`config.mk`:
```
export PLATFORM = sky130hd
export DESIGN_NAME = sync_ser_tx
export DESIGN_NICKNAME = d
export VERILOG_FILES = /design/src/rtl/sst_pkg.sv /design/src/rtl/sst_baud.sv /design/src/rtl/sst_shifter.sv /design/src/rtl/sst_clkroute.sv /design/src/rtl/sync_ser_tx.sv
export SDC_FILE = /design/constraint.sdc
export NUM_CORES = 1
export LEC_CHECK = 0
export ABC_AREA = 1
export BUFFER_PORTS_ARGS = -buffer_cell sky130_fd_sc_hd__buf_2
export CAP_MARGIN = 25
export CORE_MARGIN = 1.5
export CORE_UTILIZATION = 55
export DETAILED_ROUTE_END_ITERATION = 10
export PLACE_DENSITY = 0.83
export SLEW_MARGIN = 20
export SYNTH_ARGS = -nofsm -noshare
export SYNTH_HDL_FRONTEND = slang
export SYNTH_SLANG_ARGS = --single-unit
```
`constraint.sdc`:
```
create_clock -name clk -period 4.2 [get_ports clk]
set_input_delay 0.42 -clock clk [delete_from_list [all_inputs] [get_ports clk]]
set_output_delay 0.42 -clock clk [all_outputs]
set_load 0.1 [all_outputs]
```
`src/rtl/sst_pkg.sv`:
```
package sst_pkg;
  typedef enum logic {
    SST_IDLE  = 1'b0,
    SST_SHIFT = 1'b1
  } sst_state_e;
endpackage

```
`src/rtl/sst_baud.sv`:
```
// Half-period tick generator for the transmit clock.
module sst_baud #(
  parameter int HALF_CYC = 4
) (
  input  logic clk,
  input  logic rst_n,
  input  logic run,
  input  logic restart,
  output logic tick
);
  localparam int CW = (HALF_CYC > 1) ? $clog2(HALF_CYC) : 1;
  localparam logic [CW-1:0] TOP = CW'(HALF_CYC - 1);

  logic [CW-1:0] cnt;

  always_ff @(posedge clk or negedge rst_n) begin
    if (!rst_n) begin
      cnt <= '0;
    end else if (restart) begin
      cnt <= '0;
    end else if (run) begin
      cnt <= (cnt == TOP) ? '0 : cnt + 1'b1;
    end
  end

  assign tick = run && (cnt == TOP);
endmodule

```
`src/rtl/sst_shifter.sv`:
```
// Shift register, bit counter and transmit clock phase.
module sst_shifter
  import sst_pkg::*;
#(
  parameter int DATA_W = 8
) (
  input  logic              clk,
  input  logic              rst_n,
  input  logic              load,
  input  logic [DATA_W-1:0] din,
  input  logic              tick,
  output logic              sclk,
  output logic              sdata,
  output logic              busy,
  output logic              tend,
  output logic              load_win
);
  localparam int BW = (DATA_W > 1) ? $clog2(DATA_W) : 1;
  localparam logic [BW-1:0] LASTB = BW'(DATA_W - 1);

  sst_state_e        st;
  logic [DATA_W-1:0] shreg;
  logic [BW-1:0]     bcnt;

  assign busy     = (st == SST_SHIFT);
  assign load_win = (st == SST_IDLE) || (tick && sclk && (bcnt == LASTB));

  always_ff @(posedge clk or negedge rst_n) begin
    if (!rst_n) begin
      st    <= SST_IDLE;
      shreg <= '0;
      bcnt  <= '0;
      sclk  <= 1'b1;
      sdata <= 1'b1;
      tend  <= 1'b0;
    end else if (load) begin
      st    <= SST_SHIFT;
      shreg <= din;
      bcnt  <= '0;
      sclk  <= 1'b0;
      sdata <= din[0];
      tend  <= 1'b0;
    end else if (busy && tick) begin
      if (!sclk) begin
        sclk <= 1'b1;
        if (bcnt == LASTB) tend <= 1'b1;
      end else if (bcnt == LASTB) begin
        st    <= SST_IDLE;
        sdata <= 1'b1;
        tend  <= 1'b0;
      end else begin
        sclk  <= 1'b0;
        bcnt  <= bcnt + 1'b1;
        shreg <= shreg >> 1;
        sdata <= shreg[1];
      end
    end
  end

  // while shifting, a data change always comes with a low clock
  assert_data_moves_on_fall_R3: assert property (@(posedge clk) disable iff (!rst_n)
    (busy && $past(busy) && !$stable(sdata)) |-> !sclk);

  // the internal clock rests high whenever no byte is in flight
  assert_idle_clock_high_R9: assert property (@(posedge clk) disable iff (!rst_n)
    (!busy && !$past(busy)) |-> sclk);
endmodule

```
`src/rtl/sst_clkroute.sv`:
```
// Captures the pin select at byte start and steers the clock.
module sst_clkroute #(
  parameter int NPINS = 3,
  parameter int SEL_W = 2
) (
  input  logic             clk,
  input  logic             rst_n,
  input  logic             load,
  input  logic [SEL_W-1:0] sel,
  input  logic             sclk,
  output logic [NPINS-1:0] pins
);
  logic [SEL_W-1:0] sel_q;

  always_ff @(posedge clk or negedge rst_n) begin
    if (!rst_n) sel_q <= '1;
    else if (load) sel_q <= sel;
  end

  for (genvar i = 0; i < NPINS; i++) begin : g_pin
    assign pins[i] = (sel_q == SEL_W'(i)) ? sclk : 1'b1;
  end

  // at most one pin is ever driven low
  assert_one_pin_low_R9: assert property (@(posedge clk) disable iff (!rst_n)
    $countones(~pins) <= 1);
endmodule

```
`src/rtl/sync_ser_tx.sv`:
```
// Clock-synchronous serial transmitter: buffer, flags and start gating.
module sync_ser_tx #(
  parameter int DATA_W   = 8,
  parameter int HALF_CYC = 4,
  parameter int NPINS    = 3,
  parameter int SEL_W    = 2
) (
  input  logic              clk,
  input  logic              rst_n,
  input  logic              tx_en,
  input  logic              cts_n,
  input  logic              cts_ignore,
  input  logic [SEL_W-1:0]  clk_sel,
  input  logic              s_valid,
  input  logic [DATA_W-1:0] s_data,
  output logic              s_ready,
  input  logic              irq_clr,
  output logic              sdata,
  output logic [NPINS-1:0]  sclk_pins,
  output logic              buf_empty,
  output logic              shreg_empty,
  output logic              irq_req
);
  logic [DATA_W-1:0] buf_q;
  logic wr, start_ok, load, load_win, tick, sclk_i, busy, tend;

  assign s_ready  = 1'b1;
  assign wr       = s_valid && s_ready;
  assign start_ok = tx_en && !buf_empty && (cts_ignore || !cts_n);
  assign load     = load_win && start_ok;

  always_ff @(posedge clk or negedge rst_n) begin
    if (!rst_n) begin
      buf_q     <= '0;
      buf_empty <= 1'b1;
    end else if (wr) begin
      buf_q     <= s_data;
      buf_empty <= 1'b0;
    end else if (load) begin
      buf_empty <= 1'b1;
    end
  end

  always_ff @(posedge clk or negedge rst_n) begin
    if (!rst_n) shreg_empty <= 1'b1;
    else if (load) shreg_empty <= 1'b0;
    else if (tend) shreg_empty <= 1'b1;
  end

  always_ff @(posedge clk or negedge rst_n) begin
    if (!rst_n) irq_req <= 1'b0;
    else if (load && !wr) irq_req <= 1'b1;
    else if (irq_clr) irq_req <= 1'b0;
  end

  sst_baud #(.HALF_CYC(HALF_CYC)) u_baud (
    .clk(clk), .rst_n(rst_n), .run(busy), .restart(load), .tick(tick)
  );

  sst_shifter #(.DATA_W(DATA_W)) u_shift (
    .clk(clk), .rst_n(rst_n), .load(load), .din(buf_q), .tick(tick),
    .sclk(sclk_i), .sdata(sdata), .busy(busy), .tend(tend), .load_win(load_win)
  );

  sst_clkroute #(.NPINS(NPINS), .SEL_W(SEL_W)) u_route (
    .clk(clk), .rst_n(rst_n), .load(load), .sel(clk_sel), .sclk(sclk_i),
    .pins(sclk_pins)
  );

  // the shift register is only ever claimed under the full start condition
  assert_start_gated_R1: assert property (@(posedge clk) disable iff (!rst_n)
    $fell(shreg_empty) |-> $past(tx_en && !buf_empty && (cts_ignore || !cts_n)));

  // empty flag follows the end-of-byte marker by one cycle
  assert_empty_after_end_R7: assert property (@(posedge clk) disable iff (!rst_n)
    $rose(tend) |=> shreg_empty);

  // buffer hand-off raises the interrupt request
  assert_irq_on_handoff_R8: assert property (@(posedge clk) disable iff (!rst_n)
    $rose(buf_empty) |-> irq_req);
endmodule

```
==> results.md, run 1 <==
* Placed cell area at 1460 sq um
* Vias at 1012
* Die ar. at roughly 2700 sq um
* Max Cap Viol at 0
* Initial Utilization at 59.5%
* Clock share of power at 32.9%
* CTS tree: done
* Die Height at between 50 and 60 microns
* First-pass GRT wire length at a little under 4 mm
* P per Cell Area at 314 nW/um^2
* Status: finished clean
* Post-DP HPWL at 1.69 mm
* Reg power frac at 61.1%
* Cts bufs inserted at 5
* Crit path arrival time at 1.51 ns
* Vias/cell at 5.09
* P_int at 364 uW
* Critical Path Source: u_shift.sclk$_DFFE_PN1P_
* R2r setup slk at about 2.4 ns
* Comb power frac at 6.0%
* Number of nets with antenna violations after routing at 0
* Setup Viol. Count Final at 0
* Htree depth at 2
* Final Skew at slightly above 0.003 ns
* Antenna violations before repair at 0
* DRC viols at 0
* GR Overflow Total at 0
* Post-CTS sizing at 0
* Worst Setup Path Type: register to primary output
* Worst R2R Start: u_shift.bcnt[0]$_DFFE_PN0P_
* Avg Synthesized Cell Area at 9.26 sq um
* Setup Buffers After CTS at 0
* Startpoint types: register
* Pleak at about 0.00072 uW
* Routed length per placed instance at 11.5 microns
* Synthesized netlist cell count at 145
* Placer congestion estimate at 0.747
* GRT Total Usage at 20.6%
* DRT Pass-1 Iters at 4
* Crit. End Element: primary output
* Largest net degree at the start of global routing at 30
* Final min period at just under 2 ns
* Number of global-route vias before repair at 940
* Clk Latency, worst-skew pair at ~0.33 ns
* Worst-Margin Slew at about 0.63 ns
* Fill count at 187
* Worst VDD drop at 0.000238 V
* Share of cells above drive strength 1 at approximately 28%
* Port Buffer Count at 23
* Fin cells at roughly 200
* Setup slack after placement at 2.42 ns
* Period utilization at 45.9%
* Area Growth Syn to Fin at 12.2%
* Hold_buf cts at 0
* Total power at 473 uW
* Design area at 1510 sq um
* Seq/Total Area, Yosys at 54.6%
* Fmax at 519 MHz
* Yosys reg bits at 29
* Syn Nets at 165
* RSZ-0062 raised after global routing: false
* R2r endpoint: u_shift.shreg[6]$_DFFE_PN0P_
* Ports at 25
* DR iter-0 viols at 11
* Syn Std Cell Area at about 1300 sq um
* Endpoints failing hold at 0
* Setup TNS at 0 ns
* CORE AREA at approximately 2300 sq um
* Critical Path RT at ~3.8 ns
* # placed instances at 191
* Final #Nets at 190
* Row Count at 17
* Worst r2r path cells at 8
* CTS root buffer: clkbuf_4
* ANT cells at 0
* Clock-pin slew on the worst setup and hold paths at 0.08 ns
* Slew HR at 57.7%
* Switching pwr at roughly 110 uW
* Clk buf depth at 2
* Commonest cells after routing, fill and taps aside: dfrtp_1, buf_2, nand2_1
* Slew Viols, Final at 0
* Crit-path max FO at 5
* Hold crit path type: input pin to async pin
* CTS Sinks at 29
* Chip Width at 52.4 microns
* Syn. warnings at 0
* Post-Route WL at 2.28 mm
* Sw frac at 23.2%
* Synth cell types at 27
* Final Worst Setup Slack at 2.27 ns
## power groups by stage
stage | Clock (uW) | Combinational (uW) | Sequential (uW)
detailed placement | 0 | 29.0 | 295
CTS | 162 | 29.1 | 289
floorplan | 0 | 15.1 | 294
global route | 173 | 32.7 | 290
global placement | 0 | 27.8 | 294
finish | 156 | 28.4 | 289
## routing by layer
metal	track usage, %	up-vias	routed length [microns]
li1	-	507	-
met1	22.4	477	948
met2	35.4	23	1170
met3	8.57	5	127
met4	7.69	0	41
met5	0	-	0
## area by class of cell
type | count | area [sq um] | share of cell area [%]
timing repair buffer | 23 | 115 | 7.64
sequential | 29 | 733 | 48.7
tap | 28 | 35.0 | 2.33
inverter | 20 | 75.1 | 4.98
multi-input combinational | 91 | 499 | 33.1
clock buffer | 8 | 48.8 | 3.24
## flip-flops by register name, summed over array words and instances (netlist names), 2 cells and up
signal         flops
buf_q              8
u_baud.cnt         2
u_route.sel_q      2
u_shift.bcnt       3
u_shift.shreg      7
## stage by stage
step | hold WS [ns] | utilization (%)
after floorplan | 0.124 | -
after global placement | 0.461 | 64.7
after detailed placement | 0.473 | 64.7
after CTS | 0.115 | 66.8
after global routing | 0.142 | 66.8
final | 0.104 | 66.8
## worst max-delay path by stage
stage / slack [ns] / end / depth (start not counted)
finish: 2.27 / sclk_pins[0] / 3
global placement: 2.48 / u_shift.shreg[2]$_DFFE_PN0P_ / 8
detailed placement: 2.42 / u_shift.shreg[6]$_DFFE_PN0P_ / 8
floorplan: 2.47 / sclk_pins[0] / 2
CTS: 2.26 / sclk_pins[0] / 3
global route: 2.19 / sclk_pins[0] / 3
## synth_stat cells
| library cell | n | share of area [%] |
|---|---|---|
| a21oi_1 | 2 | 0.75 |
| buf_2 | 1 | 0.37 |
| buf_4 | 2 | 1.1 |
| buf_6 | 1 | 0.84 |
| clkbuf_1 | 1 | 0.28 |
| conb_1 | 1 | 0.28 |
| dfrtp_1 | 23 | 43 |
| dfstp_2 | 6 | 12 |
| ha_1 | 3 | 2.8 |
| inv_1 | 18 | 5.0 |
| inv_2 | 2 | 0.56 |
| mux2_2 | 4 | 3.4 |
| mux2i_1 | 1 | 0.75 |
| nand2_1 | 22 | 6.2 |
| nand2_2 | 2 | 0.93 |
| nand2_8 | 1 | 1.5 |
| nand3_1 | 12 | 4.5 |
| nand3_2 | 2 | 1.5 |
| nand4_1 | 1 | 0.47 |
| nor2_1 | 21 | 5.9 |
| nor2_2 | 1 | 0.47 |
| nor2_4 | 1 | 0.84 |
| o211ai_1 | 1 | 0.56 |
| o21ai_0 | 12 | 4.5 |
| o22ai_1 | 2 | 0.93 |
| or2_2 | 1 | 0.47 |
| xnor2_1 | 1 | 0.65 |
## worst max-delay path: stages (launching register included)
cell and delay (ns):
dfstp_2 0.57, inv_1 0.10, nand3_1 0.08, buf_2 0.42
## cell families (layout without fill, tap and decap cells)
logic type / Yosys count / in the layout / synth area share (%)
compound gates: 17 / 17 / 6.71
buf+inv: 25 / 51 / 8.20
fa+ha+maj: 3 / 3 / 2.80
xor+xnor: 1 / 1 / 0.652
other cells: 1 / 1 / 0.279
flops: 29 / 29 / 54.6
simple gates: 64 / 64 / 22.6
mux: 5 / 5 / 4.10
No activity file was read; power rests on OpenSTA's default activity.
==> inputs of run 2 (changes only) <==
--- a/config.mk
+++ b/config.mk
@@ -9,9 +9,9 @@
 export BUFFER_PORTS_ARGS = -buffer_cell sky130_fd_sc_hd__buf_2
 export CAP_MARGIN = 25
 export CORE_MARGIN = 1.5
-export CORE_UTILIZATION = 55
+export CORE_UTILIZATION = 48
 export DETAILED_ROUTE_END_ITERATION = 10
-export PLACE_DENSITY = 0.83
+export PLACE_DENSITY = 0.77
 export SLEW_MARGIN = 20
 export SYNTH_ARGS = -nofsm -noshare
 export SYNTH_HDL_FRONTEND = slang
==> constraint.sdc (replaced) <==
create_clock -name clk -period 1.6 [get_ports clk]
set_input_delay 0.16 -clock clk [delete_from_list [all_inputs] [get_ports clk]]
set_output_delay 0.16 -clock clk [all_outputs]
set_load 0.1 [all_outputs]
==> run 2 against run 1 <==
Worst hold slack lost 0.060 ns. Cell area grew 9.8%. Die area grew 14%. Clock skew grew 0.00094 ns. Power grew to 2.7 times the previous value. Largest power group unchanged. Highest routed layer unchanged.
==> results.md, run 2 (synthesis results as in run 1) <==
* Crit path arrival time at 1.73 ns (+0.22 ns)
* Critical Path Source: u_shift.bcnt[0]$_DFFE_PN0P_
* Clock-pin slew on the worst setup and hold paths at 0.09 ns (about the same)
* Chip Width at 55.9 microns (+6.6%)
* Sw frac at 22.9% (-0.24 points)
* Register Area at 733 sq um (unchanged)
* Max reg flops at 8 (unchanged)
* Worst R2R Start: u_shift.bcnt[0]$_DFFE_PN0P_
* Placer congestion estimate at 0.817 (+9.4%)
* Row Count at 18 (+1)
* Vias/cell at 5.11 (+0.52%)
* Status: finished clean
* Final #Nets at 195 (+2.6%)
* Post-DP HPWL at 1.82 mm (+7.9%)
* P_int at 999 uW (+170%)
* DR iter-0 viols at 39 (+28)
* Initial Utilization at 52.3% (-7.3 points)
* Total power at 1300 uW (+170%)
* Utilization after layout at 64.4% (-2.4 points)
* CTS root buffer: clkbuf_4
* Worst r2r path cells at 8 (unchanged)
* Crit. End Element: register
* GR Overflow Total at 0 (unchanged)
* Fill count at 217 (+16%)
* Startpoint types: register
* Setup slack after placement at -0.0323 ns (-2.45 ns)
* First-pass GRT wire length at 4.34 mm (+11%)
* Antenna violations before repair at 0 (unchanged)
* Htree depth at 2 (unchanged)
* P per Cell Area at 783 nW/um^2 (+150%)
* Period utilization at 95.0%
* Worst-Margin Slew at 0.620 ns (-0.0138 ns)
* Final min period at 1.52 ns
* Post-Route WL at 2.56 mm (+12%)
* Crit path to: u_shift.shreg[6]$_DFFE_PN0P_
* Largest regs: buf_q x8, u_shift.shreg x7, u_shift.bcnt x3
* Worst VDD drop at 0.000718 V (+200%)
* Vias at 1053 (+4.1%)
* Clk Latency, worst-skew pair at 0.32 ns (about the same)
* Die ar. at 3120 sq um (+14%)
* Worst Setup Path Type: register to register
* CTS Sinks at 29 (unchanged)
* Reg power frac at 58.6% (-2.5 points)
* Setup Viol. Count Final at 0 (unchanged)
* Switching pwr at 297 uW (+170%)
* DRT Pass-1 Iters at 4 (unchanged)
* Port Buffer Count at 23 (unchanged)
* Max Cap Viol at 0 (unchanged)
* Cts bufs inserted at 5 (unchanged)
* Clk buf depth at 2 (unchanged)
* Area Growth Syn to Fin at 23.2%
* R2r endpoint: u_shift.shreg[6]$_DFFE_PN0P_
* CORE AREA at 2570 sq um (+14%)
* Final Worst Setup Slack at 0.0797 ns (-2.19 ns)
* GRT Total Usage at 17.9% (-2.7 points)
* Final Skew at 0.00400 ns (+0.000935 ns)
* Share of cells above drive strength 1 at 31.3% (+3.2 points)
* Largest net degree at the start of global routing at 30 (unchanged)
* Slew Viols, Final at 0 (unchanged)
* Comb power frac at 6.0% (about the same)
* Die Height at 55.9 microns (+6.6%)
* ANT cells at 0 (unchanged)
* Slew HR at 58.7% (+0.92 points)
* Placed cell area at 1530 sq um (+5.2%)
* Critical Path RT at 1.81 ns (-1.97 ns)
* Pleak at 0.000804 uW (+11%)
* Number of global-route vias before repair at 1049 (+12%)
* Area of the multi-input gates at 519 sq um (+4.0%)
* R2r setup slk at 0.08 ns (-2.34 ns)
* Ports at 25 (unchanged)
* Crit-path max FO at 9 (+4)
* Clock share of power at 35.4% (+2.5 points)
* Number of nets with antenna violations after routing at 0 (unchanged)
* Commonest cells after routing, fill and taps aside: dfrtp_1, nand2_1, nor2_1
* Design area at 1650 sq um (+9.8%)
* DRC viols at 0 (unchanged)
* Hold crit path type: input pin to register
* Routed length per placed instance at 12.4 microns (+8.5%)
* CTS tree: done
* Most flops, register: buf_q
* Endpoints failing hold at 0 (unchanged)
* Commonest non-fill, non-tap cell in the layout: dfrtp_1
* Fmax at 658 MHz
==> run 2: cell types whose count changed in the layout (fill, tap and decap cells not counted) <==
cell           delta
o21ai_0           -1
clkbuf_16         +1
ha_4              +1
o21ai_1           +1
ha_1              -2
nand2_4           +1
dlygate4sd3_1     +1
buf_4             +2
buf_2             -3
buf_12            +4
nand2_2           -1
clkbuf_1          -1
ha_2              +1
clkbuf_8          +1
==> run 2: power groups by stage <==
stage | logic, uW | clock network, uW | registers (uW)
floorplan | 39.5 | 0 | 771
global placement | 72.9 | 0 | 773
detailed placement | 76.6 | 0 | 773
CTS | 79.0 | 469 | 759
global route | 89.4 | 494 | 762
finish | 78.2 | 459 | 759
==> run 2: worst min path at each step <==
stage                from                      endpoint  slack (ns)  depth (start not counted)
4_1_cts           irq_clr           irq_req$_DFFE_PN0P_        0.04                          2
3_5_place_dp        rst_n   u_shift.bcnt[2]$_DFFE_PN0P_        0.21                          1
2_1_floorplan       rst_n          buf_q[0]$_DFFE_PN0P_       -0.14                          0
3_3_place_gp        rst_n      u_shift.tend$_DFFE_PN0P_        0.20                          1
6_report       clk_sel[0]  u_route.sel_q[0]$_DFFE_PN1P_        0.04                          3
5_1_grt         s_data[1]          buf_q[1]$_DFFE_PN0P_        0.03                          3
==> run 2: what timing repair did <==
item / CTS / global route
resized for setup: 1 / 4
hold buffers: 1 / 0
cloned: 0 / 1
setup endpoints to repair: 9 / 15
pin swaps: 0 / 0
setup buffers: 0 / 1
endpoints found under the hold margin: 23 / 0
==> run 2: through the flow <==
step           setup TNS [ns]  std cells  hold slack [ns]
6_report                    0        206           0.0432
3_5_place_dp           -0.150        195            0.211
2_1_floorplan               0        145           -0.136
3_3_place_gp                0        195            0.202
4_1_cts                     0        204           0.0353
5_1_grt              -0.00544        206           0.0295
==> run 2: area by class of cell <==
class | count | area share (%)
sequential | 29 | 44.3
multi-input combinational | 91 | 31.4
timing repair buffer | 28 | 13.9
inverter | 20 | 4.54
clock buffer | 8 | 3.56
tap | 30 | 2.27
==> run 2: critical path, cell delays in order (launching register included) <==
cell	delay, ns
dfrtp_1	0.37
ha_2	0.20
ha_4	0.17
nand3_2	0.09
nand2_2	0.10
nand2_4	0.08
clkbuf_16	0.18
o21ai_0	0.15
nor2_1	0.06
==> run 2: metal layers <==
layer  vias to the layer above  part of all wire (%)  global-route usage (%)
met5                         -                     0                       0
met4                         0                   1.6                    7.14
met3                         6                   5.9                    6.98
met2                        30                    52                    30.8
met1                       499                    41                    19.9
li1                        518                     -                       -
